[config.mk]
export PLATFORM = sky130hd
export DESIGN_NAME = flash_cmd_if
export DESIGN_NICKNAME = d
export VERILOG_FILES = /design/src/rtl/flash_cmd_pkg.sv /design/src/rtl/fci_decode.sv /design/src/rtl/fci_seq.sv /design/src/rtl/fci_status.sv /design/src/rtl/flash_cmd_if.sv
export SDC_FILE = /design/constraint.sdc
export NUM_CORES = 1
export LEC_CHECK = 0
export ABC_AREA = 1
export BUFFER_PORTS_ARGS = -buffer_cell sky130_fd_sc_hd__buf_2
export CAP_MARGIN = 40
export CORE_MARGIN = 3
export CORE_UTILIZATION = 35
export DETAILED_ROUTE_END_ITERATION = 12
export PLACE_DENSITY = 0.64
export SYNTH_ARGS = -nofsm -noshare
export SYNTH_HDL_FRONTEND = slang
export SYNTH_HIERARCHICAL = 1
export SYNTH_SLANG_ARGS = --single-unit
[constraint.sdc]
create_clock -name clk -period 1.8 [get_ports clk]
set_input_delay 0.18 -clock clk [delete_from_list [all_inputs] [get_ports clk]]
set_output_delay 0.18 -clock clk [all_outputs]
set_load 0.005 [all_outputs]
[src/rtl/flash_cmd_pkg.sv]
package flash_cmd_pkg;

   typedef enum logic [1:0] {
      RM_ARRAY      = 2'b00,
      RM_STATUS     = 2'b01,
      RM_SUSP_ARRAY = 2'b10
   } rd_mode_e;

   typedef enum logic [2:0] {
      CK_OTHER,
      CK_ARRAY,
      CK_STATUS,
      CK_CLEAR,
      CK_PGM,
      CK_ERS,
      CK_CONFIRM,
      CK_SUSPEND
   } cmd_kind_e;

   typedef enum logic [1:0] {
      PH_IDLE,
      PH_PGM,
      PH_ERS
   } phase_e;

   localparam logic [7:0] OPC_READ_ARRAY = 8'hFF;
   localparam logic [7:0] OPC_READ_STAT  = 8'h70;
   localparam logic [7:0] OPC_CLEAR_STAT = 8'h50;
   localparam logic [7:0] OPC_PGM_SETUP  = 8'h40;
   localparam logic [7:0] OPC_ERS_SETUP  = 8'h20;
   localparam logic [7:0] OPC_CONFIRM    = 8'hD0;
   localparam logic [7:0] OPC_SUSPEND    = 8'hB0;

   localparam int SB_READY = 7;
   localparam int SB_SUSP  = 6;
   localparam int SB_ERS   = 5;
   localparam int SB_PGM   = 4;
   localparam int SB_VPP   = 3;

endpackage

[src/rtl/fci_decode.sv]
module fci_decode
   import flash_cmd_pkg::*;
(
   input  logic [7:0] cmd_byte,
   output cmd_kind_e  kind
);

   always_comb begin
      unique case (cmd_byte)
         OPC_READ_ARRAY: kind = CK_ARRAY;
         OPC_READ_STAT:  kind = CK_STATUS;
         OPC_CLEAR_STAT: kind = CK_CLEAR;
         OPC_PGM_SETUP:  kind = CK_PGM;
         OPC_ERS_SETUP:  kind = CK_ERS;
         OPC_CONFIRM:    kind = CK_CONFIRM;
         OPC_SUSPEND:    kind = CK_SUSPEND;
         default:        kind = CK_OTHER;
      endcase
   end

endmodule

[src/rtl/fci_seq.sv]
module fci_seq
   import flash_cmd_pkg::*;
#(
   parameter int ADDR_W = 20,
   parameter int DATA_W = 16
) (
   input  logic              clk,
   input  logic              rst_n,
   input  logic              bus_we,
   input  logic [ADDR_W-1:0] bus_addr,
   input  logic [DATA_W-1:0] bus_data,
   input  cmd_kind_e         kind,
   input  logic              supply_ok,
   input  logic              eng_done,
   input  logic              eng_fail,
   input  logic              eng_parked,
   output rd_mode_e          mode,
   output logic              job_active,
   output logic              suspended,
   output logic              eng_start,
   output logic              eng_erase,
   output logic [ADDR_W-1:0] eng_addr,
   output logic [DATA_W-1:0] eng_data,
   output logic              eng_hold,
   output logic              set_pgm_err,
   output logic              set_ers_err,
   output logic              set_vpp_err,
   output logic              clr_err
);

   phase_e phase;
   logic   done_now, pgm_go, ers_wr, ers_go, ers_abort;
   logic   launch, launch_ok, idle_wr, ready_wr, busy_wr, park_wr;

   always_comb begin
      done_now    = job_active && eng_done;
      pgm_go      = bus_we && (phase == PH_PGM);
      ers_wr      = bus_we && (phase == PH_ERS);
      ers_go      = ers_wr && (kind == CK_CONFIRM);
      ers_abort   = ers_wr && (kind != CK_CONFIRM);
      launch      = pgm_go || ers_go;
      launch_ok   = launch && supply_ok;
      idle_wr     = bus_we && (phase == PH_IDLE);
      park_wr     = idle_wr && suspended;
      busy_wr     = idle_wr && !suspended && job_active && !done_now;
      ready_wr    = idle_wr && !suspended && !(job_active && !done_now);
      set_vpp_err = launch && !supply_ok;
      set_pgm_err = (pgm_go && !supply_ok) || ers_abort ||
                    (done_now && eng_fail && !eng_erase);
      set_ers_err = (ers_go && !supply_ok) || ers_abort ||
                    (done_now && eng_fail && eng_erase);
      clr_err     = ready_wr && (kind == CK_CLEAR);
   end

   always_ff @(posedge clk or negedge rst_n) begin
      if (!rst_n) begin
         phase      <= PH_IDLE;
         mode       <= RM_ARRAY;
         job_active <= 1'b0;
         suspended  <= 1'b0;
         eng_start  <= 1'b0;
         eng_erase  <= 1'b0;
         eng_addr   <= '0;
         eng_data   <= '0;
         eng_hold   <= 1'b0;
      end else begin
         eng_start <= 1'b0;
         if (done_now) begin
            job_active <= 1'b0;
            eng_hold   <= 1'b0;
            suspended  <= 1'b0;
         end else if (eng_hold && eng_parked && !suspended) begin
            suspended <= 1'b1;
         end
         if (launch) begin
            phase <= PH_IDLE;
            mode  <= RM_STATUS;
            if (launch_ok) begin
               eng_start  <= 1'b1;
               job_active <= 1'b1;
               eng_erase  <= ers_go;
               eng_addr   <= bus_addr;
               eng_data   <= pgm_go ? bus_data : '0;
            end
         end
         if (ers_abort) begin
            phase <= PH_IDLE;
            mode  <= RM_STATUS;
         end
         if (park_wr) begin
            unique case (kind)
               CK_ARRAY:   mode <= RM_SUSP_ARRAY;
               CK_STATUS:  mode <= RM_STATUS;
               CK_CONFIRM: begin
                  mode      <= RM_STATUS;
                  eng_hold  <= 1'b0;
                  suspended <= 1'b0;
               end
               default: ;
            endcase
         end
         if (busy_wr) begin
            if (kind == CK_STATUS) mode <= RM_STATUS;
            if (kind == CK_SUSPEND && eng_erase) eng_hold <= 1'b1;
         end
         if (ready_wr) begin
            unique case (kind)
               CK_ARRAY:   mode  <= RM_ARRAY;
               CK_STATUS:  mode  <= RM_STATUS;
               CK_SUSPEND: mode  <= RM_ARRAY;
               CK_PGM:     phase <= PH_PGM;
               CK_ERS:     phase <= PH_ERS;
               default: ;
            endcase
         end
      end
   end

   // nothing is launched while the erase is parked
   a_r11_no_launch_parked: assert property (@(posedge clk) disable iff (!rst_n)
      suspended |-> !eng_start);
   // hold is only ever raised against a running erase
   a_r9_hold_on_erase: assert property (@(posedge clk) disable iff (!rst_n)
      eng_hold |-> (job_active && eng_erase));
   // launch is a single-cycle pulse
   a_r2_start_one_shot: assert property (@(posedge clk) disable iff (!rst_n)
      eng_start |=> !eng_start);
   // a done pulse retires the job
   a_r5_done_retires: assert property (@(posedge clk) disable iff (!rst_n)
      (job_active && eng_done) |=> !job_active);

endmodule

[src/rtl/fci_status.sv]
module fci_status
   import flash_cmd_pkg::*;
#(
   parameter bit KEEP_SUPPLY_ERR = 1'b1
) (
   input  logic       clk,
   input  logic       rst_n,
   input  logic       job_active,
   input  logic       suspended,
   input  logic       set_pgm_err,
   input  logic       set_ers_err,
   input  logic       set_vpp_err,
   input  logic       clr_err,
   output logic [7:0] status
);

   logic pgm_q, ers_q, vpp_q;

   always_ff @(posedge clk or negedge rst_n) begin
      if (!rst_n) begin
         pgm_q <= 1'b0;
         ers_q <= 1'b0;
      end else if (clr_err) begin
         pgm_q <= 1'b0;
         ers_q <= 1'b0;
      end else begin
         pgm_q <= pgm_q | set_pgm_err;
         ers_q <= ers_q | set_ers_err;
      end
   end

   generate
      if (KEEP_SUPPLY_ERR) begin : g_vpp
         always_ff @(posedge clk or negedge rst_n) begin
            if (!rst_n)       vpp_q <= 1'b0;
            else if (clr_err) vpp_q <= 1'b0;
            else              vpp_q <= vpp_q | set_vpp_err;
         end
      end else begin : g_no_vpp
         assign vpp_q = 1'b0;
      end
   endgenerate

   always_comb begin
      status           = '0;
      status[SB_READY] = !job_active || suspended;
      status[SB_SUSP]  = suspended;
      status[SB_ERS]   = ers_q;
      status[SB_PGM]   = pgm_q;
      status[SB_VPP]   = vpp_q;
   end

   // error flags hold until an explicit clear
   a_r7_sticky_pgm: assert property (@(posedge clk) disable iff (!rst_n)
      (pgm_q && !clr_err) |=> pgm_q);
   a_r7_sticky_ers: assert property (@(posedge clk) disable iff (!rst_n)
      (ers_q && !clr_err) |=> ers_q);

endmodule

[src/rtl/flash_cmd_if.sv]
module flash_cmd_if
   import flash_cmd_pkg::*;
#(
   parameter int ADDR_W          = 20,
   parameter int DATA_W          = 16,
   parameter bit KEEP_SUPPLY_ERR = 1'b1
) (
   input  logic              clk,
   input  logic              rst_n,
   input  logic              bus_we,
   input  logic [ADDR_W-1:0] bus_addr,
   input  logic [DATA_W-1:0] bus_data,
   input  logic              supply_ok,
   input  logic              eng_done,
   input  logic              eng_fail,
   input  logic              eng_parked,
   output logic [1:0]        rd_mode,
   output logic [7:0]        status,
   output logic              eng_start,
   output logic              eng_erase,
   output logic [ADDR_W-1:0] eng_addr,
   output logic [DATA_W-1:0] eng_data,
   output logic              eng_hold
);

   localparam int CMD_W = 8;

   if (DATA_W < CMD_W) begin : g_bad_data_w
      $error("flash_cmd_if: DATA_W must hold a command byte");
   end
   if (ADDR_W < 1) begin : g_bad_addr_w
      $error("flash_cmd_if: ADDR_W must be positive");
   end

   cmd_kind_e kind;
   rd_mode_e  mode;
   logic      job_active, suspended;
   logic      set_pgm_err, set_ers_err, set_vpp_err, clr_err;

   fci_decode u_dec (
      .cmd_byte (bus_data[CMD_W-1:0]),
      .kind     (kind)
   );

   fci_seq #(.ADDR_W(ADDR_W), .DATA_W(DATA_W)) u_seq (
      .clk         (clk),
      .rst_n       (rst_n),
      .bus_we      (bus_we),
      .bus_addr    (bus_addr),
      .bus_data    (bus_data),
      .kind        (kind),
      .supply_ok   (supply_ok),
      .eng_done    (eng_done),
      .eng_fail    (eng_fail),
      .eng_parked  (eng_parked),
      .mode        (mode),
      .job_active  (job_active),
      .suspended   (suspended),
      .eng_start   (eng_start),
      .eng_erase   (eng_erase),
      .eng_addr    (eng_addr),
      .eng_data    (eng_data),
      .eng_hold    (eng_hold),
      .set_pgm_err (set_pgm_err),
      .set_ers_err (set_ers_err),
      .set_vpp_err (set_vpp_err),
      .clr_err     (clr_err)
   );

   fci_status #(.KEEP_SUPPLY_ERR(KEEP_SUPPLY_ERR)) u_stat (
      .clk         (clk),
      .rst_n       (rst_n),
      .job_active  (job_active),
      .suspended   (suspended),
      .set_pgm_err (set_pgm_err),
      .set_ers_err (set_ers_err),
      .set_vpp_err (set_vpp_err),
      .clr_err     (clr_err),
      .status      (status)
   );

   assign rd_mode = mode;

   // a launched job reads as busy
   a_r2_busy_on_start: assert property (@(posedge clk) disable iff (!rst_n)
      eng_start |-> !status[SB_READY]);
   // a parked erase reads ready and suspended together
   a_r9_parked_flags: assert property (@(posedge clk) disable iff (!rst_n)
      status[SB_SUSP] |-> status[SB_READY]);

endmodule

Word-level counts from Yosys, hierarchy flattened

Index checks and enable logic that the tools add are counted.

Bits in registers: 48
Word-level logic and storage cells: 102
Bits of input ports: 43

Bitwise gates (word level): 3
Equality and inequality tests: 17
Reductions and logical operators: 39
Muxes and demuxes: 31

Operators by type and width:

| cell                                                            | count |
|---|---|
| 8-bit by 7-bit == test with 1-bit output, second input constant | 3 |
| 8-bit == test, second input constant                            | 3 |
| 1-bit logical AND                                               | 23 |
| 3-bit one-hot mux with 7 select lines                           | 1 |
| 2-bit 2-to-1 mux                                                | 9 |
| 1-bit 2-to-1 mux                                                | 17 |
| 16-bit 2-to-1 mux                                               | 1 |
| 3-bit == test, second input constant                            | 4 |
| 2-bit one-hot mux with 2 select lines                           | 3 |
| 8-bit by 6-bit == test with 1-bit output, second input constant | 1 |
| 3-bit by 2-bit == test with 1-bit output, second input constant | 2 |
| 1-bit zero test                                                 | 6 |
| 1-bit logical OR                                                | 6 |
| 2-bit OR reduction                                              | 2 |
| 3-bit by 1-bit == test with 1-bit output, second input constant | 1 |
| 3-bit inequality test, second input constant                    | 1 |
| 1-bit OR                                                        | 3 |
| 2-bit by 1-bit == test with 1-bit output, second input constant | 1 |
| 2-bit == test, second input constant                            | 1 |
| 2-bit zero test                                                 | 1 |
| 2-bit AND reduction                                             | 1 |

Logic depth before layout (Yosys ltp)

Depth after elaboration: 13
Depth in mapped cells: 16

Modules after synthesis

Netlist, hierarchy kept.

Modules (own cells, without submodules):

| module     | times used | area each (um^2) | cells each |
|---|---|---|---|
| fci_seq    | 1          | 1993.2           | 238 |
| fci_decode | 1          | 168.9            | 43 |
| fci_status | 1          | 161.4            | 19 |

Worst setup path after synthesis

Ideal clock, no wire load.

Path kind: input -> register
From: in bus_data[6]
To: reg u_seq.eng_data[12]
Data arrival time: 1.406 ns
Stages: 15
Path slack: 0.277 ns
Cell sequence: inv_1 > nand2_1 > nor2_1 > inv_1 > nand2_1 > nand2_1 > nand2_1 > inv_2 > nor2_1 > nand2_1 > o21ai_2 > nand2_4 > buf_6 > nand2_1 > nand2_1

Longest elaborated chain between the ends: 7

RTL lines:

| element                                     | line               | source |
|---|---|---|
| from (decl)                                 | flash_cmd_if.sv:12 | `input logic [DATA_W-1:0] bus_data,` |
| 8-bit == test, or another cell as far along | fci_decode.sv:9    | `unique case (cmd_byte)` |
| 3-bit one-hot mux with 7 select lines *     | fci_decode.sv:9    |  |
| via kind[1]                                 | flash_cmd_if.sv:35 | `cmd_kind_e kind;` |
| 3-bit == test *                             | fci_seq.sv:39      | `ers_go = ers_wr && (kind == CK_CONFIRM);` |
| 1-bit logical AND *                         | fci_seq.sv:39      |  |
| 1-bit logical OR *                          | fci_seq.sv:41      | `launch = pgm_go \|\| ers_go;` |
| 1-bit logical AND                           | fci_seq.sv:42      | `launch_ok = launch && supply_ok;` |
| 2-bit AND reduction (no line) *             | -                  |  |
| to (signal assigned)                        | fci_seq.sv:83      | `eng_data <= pgm_go ? bus_data : '0;` |
| to (decl)                                   | fci_seq.sv:23      | `output logic [DATA_W-1:0] eng_data,` |

Mark *: on every way through the listed nets, which the timed path passes. The rest lies on a longest branch.
A chain may end at the register's enable or synchronous reset.

Worst setup path after layout

From: reg u_seq.phase[1]
To: reg u_stat.ers_q

RTL lines:

| element                         | line               | source |
|---|---|---|
| from (decl)                     | fci_seq.sv:31      | `phase_e phase;` |
| from (signal assigned)          | fci_seq.sv:57      | `phase <= PH_IDLE;` |
| from (signal assigned)          | fci_seq.sv:76      | `phase <= PH_IDLE;` |
| from (signal assigned)          | fci_seq.sv:87      | `phase <= PH_IDLE;` |
| 2-bit zero test                 | fci_seq.sv:43      | `idle_wr = bus_we && (phase == PH_IDLE);` |
| 1-bit logical AND               | fci_seq.sv:43      |  |
| 1-bit logical AND (2 in series) | fci_seq.sv:46      | `ready_wr = idle_wr && !suspended && !(job_active && !done_now);` |
| 1-bit logical AND               | fci_seq.sv:52      | `clr_err = ready_wr && (kind == CK_CLEAR);` |
| via clr_err                     | flash_cmd_if.sv:38 | `logic set_pgm_err, set_ers_err, set_vpp_err, clr_err;` |
| 1-bit 2-to-1 mux                | fci_status.sv:23   | `end else if (clr_err) begin` |
| to (signal assigned)            | fci_status.sv:28   | `ers_q <= ers_q \| set_ers_err;` |
| to (decl)                       | fci_status.sv:17   | `logic pgm_q, ers_q, vpp_q;` |

The timed path passes the listed nets, and every way through them passes these cells.

==> impl_metrics.json <==
{
  "ios": 92,
  "cts_resized": 0,
  "cts_sinks": 48,
  "drtAntennaViolNets": 0,
  "holdPathEnd": "u_seq/eng_addr[13]$_DFFE_PN0P_",
  "min_from": "bus_addr[13]",
  "first_global_vias": 1981,
  "skew_ns": 0.00654,
  "synth-edff-count": 0,
  "max_stage_delay_ns": 0.44,
  "final_util": 0.459,
  "path_common_cell": "nor2_1",
  "synth_compound_area_frac": 0.0188,
  "layout.cells.non_filler": 469,
  "async_flop_share": 1.00,
  "synth_top_family_by_area": "simple AND/OR/NAND/NOR gates",
  "rsz0062_at_grt": "false",
  "r2r-start": "u_seq/phase[1]$_DFF_PN0_",
  "ys_types": 21,
  "dp_cells": 461,
  "grt_pass1_wl_mm": 8.89,
  "antenna_found_initial": 0,
  "pwr-share-comb": 0.334,
  "synth_area_leaders": "dfrtp_1 (52%), nand2_1 (21%), nand3_1 (5.6%), nor2_1 (5.3%), inv_1 (3.6%)",
  "power_switching_mw": 1.22,
  "first_iter_violations": 91,
  "yosysSeqAreaShare": 0.517,
  "maxSlewViolCount": 0,
  "tightest_slew_ns": 0.562,
  "fmax_mhz": 629,
  "core-area_sq_um": 6390,
  "yosysMostFrequentCell": "nand2_1",
  "yosysTopAreaCell": "dfrtp_1",
  "ctsHoldBuffers": 1,
  "synth_xor_area_frac": 0,
  "power_leakage_nw": 1.71,
  "synth_top_area_frac": 0.517,
  "p_sw_frac": 0.341,
  "setup_viol": 0,
  "fin_crit_sh": 0.884,
  "synth_ff_type": "dfrtp_1",
  "grt_overflow": 0,
  "startpoint_type": "register",
  "worstPathArrival_ns": 1.76,
  "clock_path_buffers": 2,
  "die_area_sq_um": 7650,
  "yosys.area_share.simple": 0.367,
  "p_int_mw": 2.35,
  "num_rows": 29,
  "cts-root-buf": "clkbuf_8",
  "crit_family": "simple AND/OR/NAND/NOR gates",
  "r2r_setup_slack_ns": 0.21,
  "cts_setup_buffers": 0,
  "io_buffer_count": 88,
  "hold_depth": 3,
  "cts_buffers": 5,
  "slowest_stage": "dfrtp_1",
  "initial_core_util": 0.364,
  "synth_mux_area_frac": 0,
  "synthTopCellsByCount": "nand2_1 (128), dfrtp_1 (48), nor2_1 (33), nand3_1 (26), inv_1 (22)",
  "grt_max_degree": 33,
  "powerDensity_nw_per_um2": 1210,
  "grt_util_all_layers": 0.146,
  "period_minus_slack_ns": 1.59,
  "ir_worst_vdd_v": 0.000619,
  "ys_seq_elements": 48,
  "critPathKind": "reg2reg",
  "fin_hold_ws_ns": 0.0735,
  "relSlewSlack": 0.625,
  "syn_to_final_growth_pct": 26.2,
  "netlist_instances": 300,
  "gp_congestion": 0.844,
  "fp.dieW_um": 87.5,
  "drive_gt1_frac": 0.298,
  "num_antenna_cells": 0,
  "postSynthAreaPerCell_sq_um": 7.74,
  "htreeDepth": 2,
  "clk_pin_slew_worst_paths_ns": 0.09,
  "crit_path_max_fanout": 5,
  "setup_ws_ns": 0.209,
  "fin_nets": 435,
  "hold_viol_final": 0,
  "vias_per_cell": 4.50,
  "die_h_um": 87.5,
  "crit_required_ns": 1.97,
  "max_cap_viol_count": 0,
  "clock_power_share": 0.173,
  "yosysWarnings": 6,
  "clk-insertion-delay-late_ns": 0.30,
  "place_ws_ns": -0.0327,
  "fillCellCount": 680,
  "path_cells": "nor2_1 -> nand3_1 -> nor2_1 -> nand2_1 -> nor3_1 -> nor2_1",
  "endpoint_kind": "register",
  "synth-adder-area-share": 0,
  "r2r_cells": 6,
  "cts_tree": "built",
  "drc": 0,
  "wl_per_cell_um": 11.6,
  "outcome": "finished clean",
  "num_vias": 2112,
  "seqPwrFrac": 0.492,
  "firstDrtPassIters": 4,
  "r2r_end": "u_stat/ers_q$_DFF_PN0_",
  "drt-total-wl_mm": 5.45,
  "hold_path.class": "in2reg",
  "total_power_mw": 3.56,
  "dp_hpwl_mm": 4.10,
  "syn_area_sq_um": 2320,
  "crit_buf_inv": 0
}
[through the flow]
stage,TNS [ns],instance area [sq um]
after floorplan,0,2330
after global placement,0,2840
after detailed placement,-0.441,2840
after CTS,0,2930
after global routing,0,2930
final,0,2930
[flip-flops by register name, summed over array words and instances, names as in the netlist, 2 cells and up]
register / flops
u_seq/eng_addr: 20
u_seq/eng_data: 16
u_seq/mode: 2
u_seq/phase: 2
[area by class of cell]
class | count | area (sq um) | share of cell area
clock buffer | 5 | 68.8 | 0.0235
clock inverter | 2 | 12.5 | 0.00427
inverter | 24 | 90.1 | 0.0307
tap | 77 | 96.3 | 0.0328
sequential | 48 | 1200 | 0.410
multi-input combinational | 215 | 908 | 0.310
timing repair buffer | 98 | 556 | 0.189
[how the worst max path moves through the flow]
stage / from / endpoint / cells after the start
3_5_place_dp: bus_data[6] / u_seq/eng_data[3]$_DFFE_PN0P_ / 16
6_report: u_seq/phase[1]$_DFF_PN0_ / u_stat/ers_q$_DFF_PN0_ / 6
4_1_cts: u_seq/phase[1]$_DFF_PN0_ / u_stat/ers_q$_DFF_PN0_ / 6
5_1_grt: bus_data[6] / u_seq/eng_addr[15]$_DFFE_PN0P_ / 16
3_3_place_gp: bus_data[2] / u_seq/eng_erase$_DFFE_PN0P_ / 14
2_1_floorplan: bus_data[6] / u_seq/eng_data[12]$_DFFE_PN0P_ / 15
[placed cells by master, fill, tap and decap left out]
master / instances
buf_12: 3
buf_2: 88
buf_4: 6
clkbuf_8: 5
clkinv_2: 1
clkinvlp_4: 1
conb_1: 3
dfrtp_1: 48
dlygate4sd3_1: 1
inv_1: 22
inv_2: 2
nand2_1: 128
nand2_2: 6
nand2_4: 1
nand3_1: 26
nand3_2: 2
nand3b_1: 1
nand4_1: 5
nor2_1: 33
nor2_2: 1
nor3_1: 1
o21ai_0: 7
o21ai_2: 1
[cells by family (layout without fill, tap and decap cells)]
family | count (synthesis) | after routing
AOI/OAI and AO/OA | 8 | 8
other | 1 | 3
buffers and inverters | 39 | 129
and+or+nand+nor | 204 | 204
DFF | 48 | 48
[worst reg2reg max path, delay by kind of cell, from the launching register on]
kind | cells | cell delay [ns]
AND/OR/NAND/NOR | 6 | 1.03
flip-flops | 1 | 0.44
[layer usage]
layer	share of wire	global-route usage	vias up
li1	-	-	1091
met1	0.46	0.189	949
met2	0.45	0.235	66
met3	0.073	0.0435	6
met4	0.011	0.0446	0
met5	0	0	-
[power by group through the flow]
stage / combinational [mW] / sequential (mW) / clock [mW]
floorplan: 0.592 / 1.79 / 0
global placement: 1.19 / 1.78 / 0
detailed placement: 1.22 / 1.77 / 0
CTS: 1.22 / 1.76 / 0.648
global route: 1.39 / 1.81 / 0.697
finish: 1.19 / 1.75 / 0.616
No activity file was read; power rests on OpenSTA's default activity.
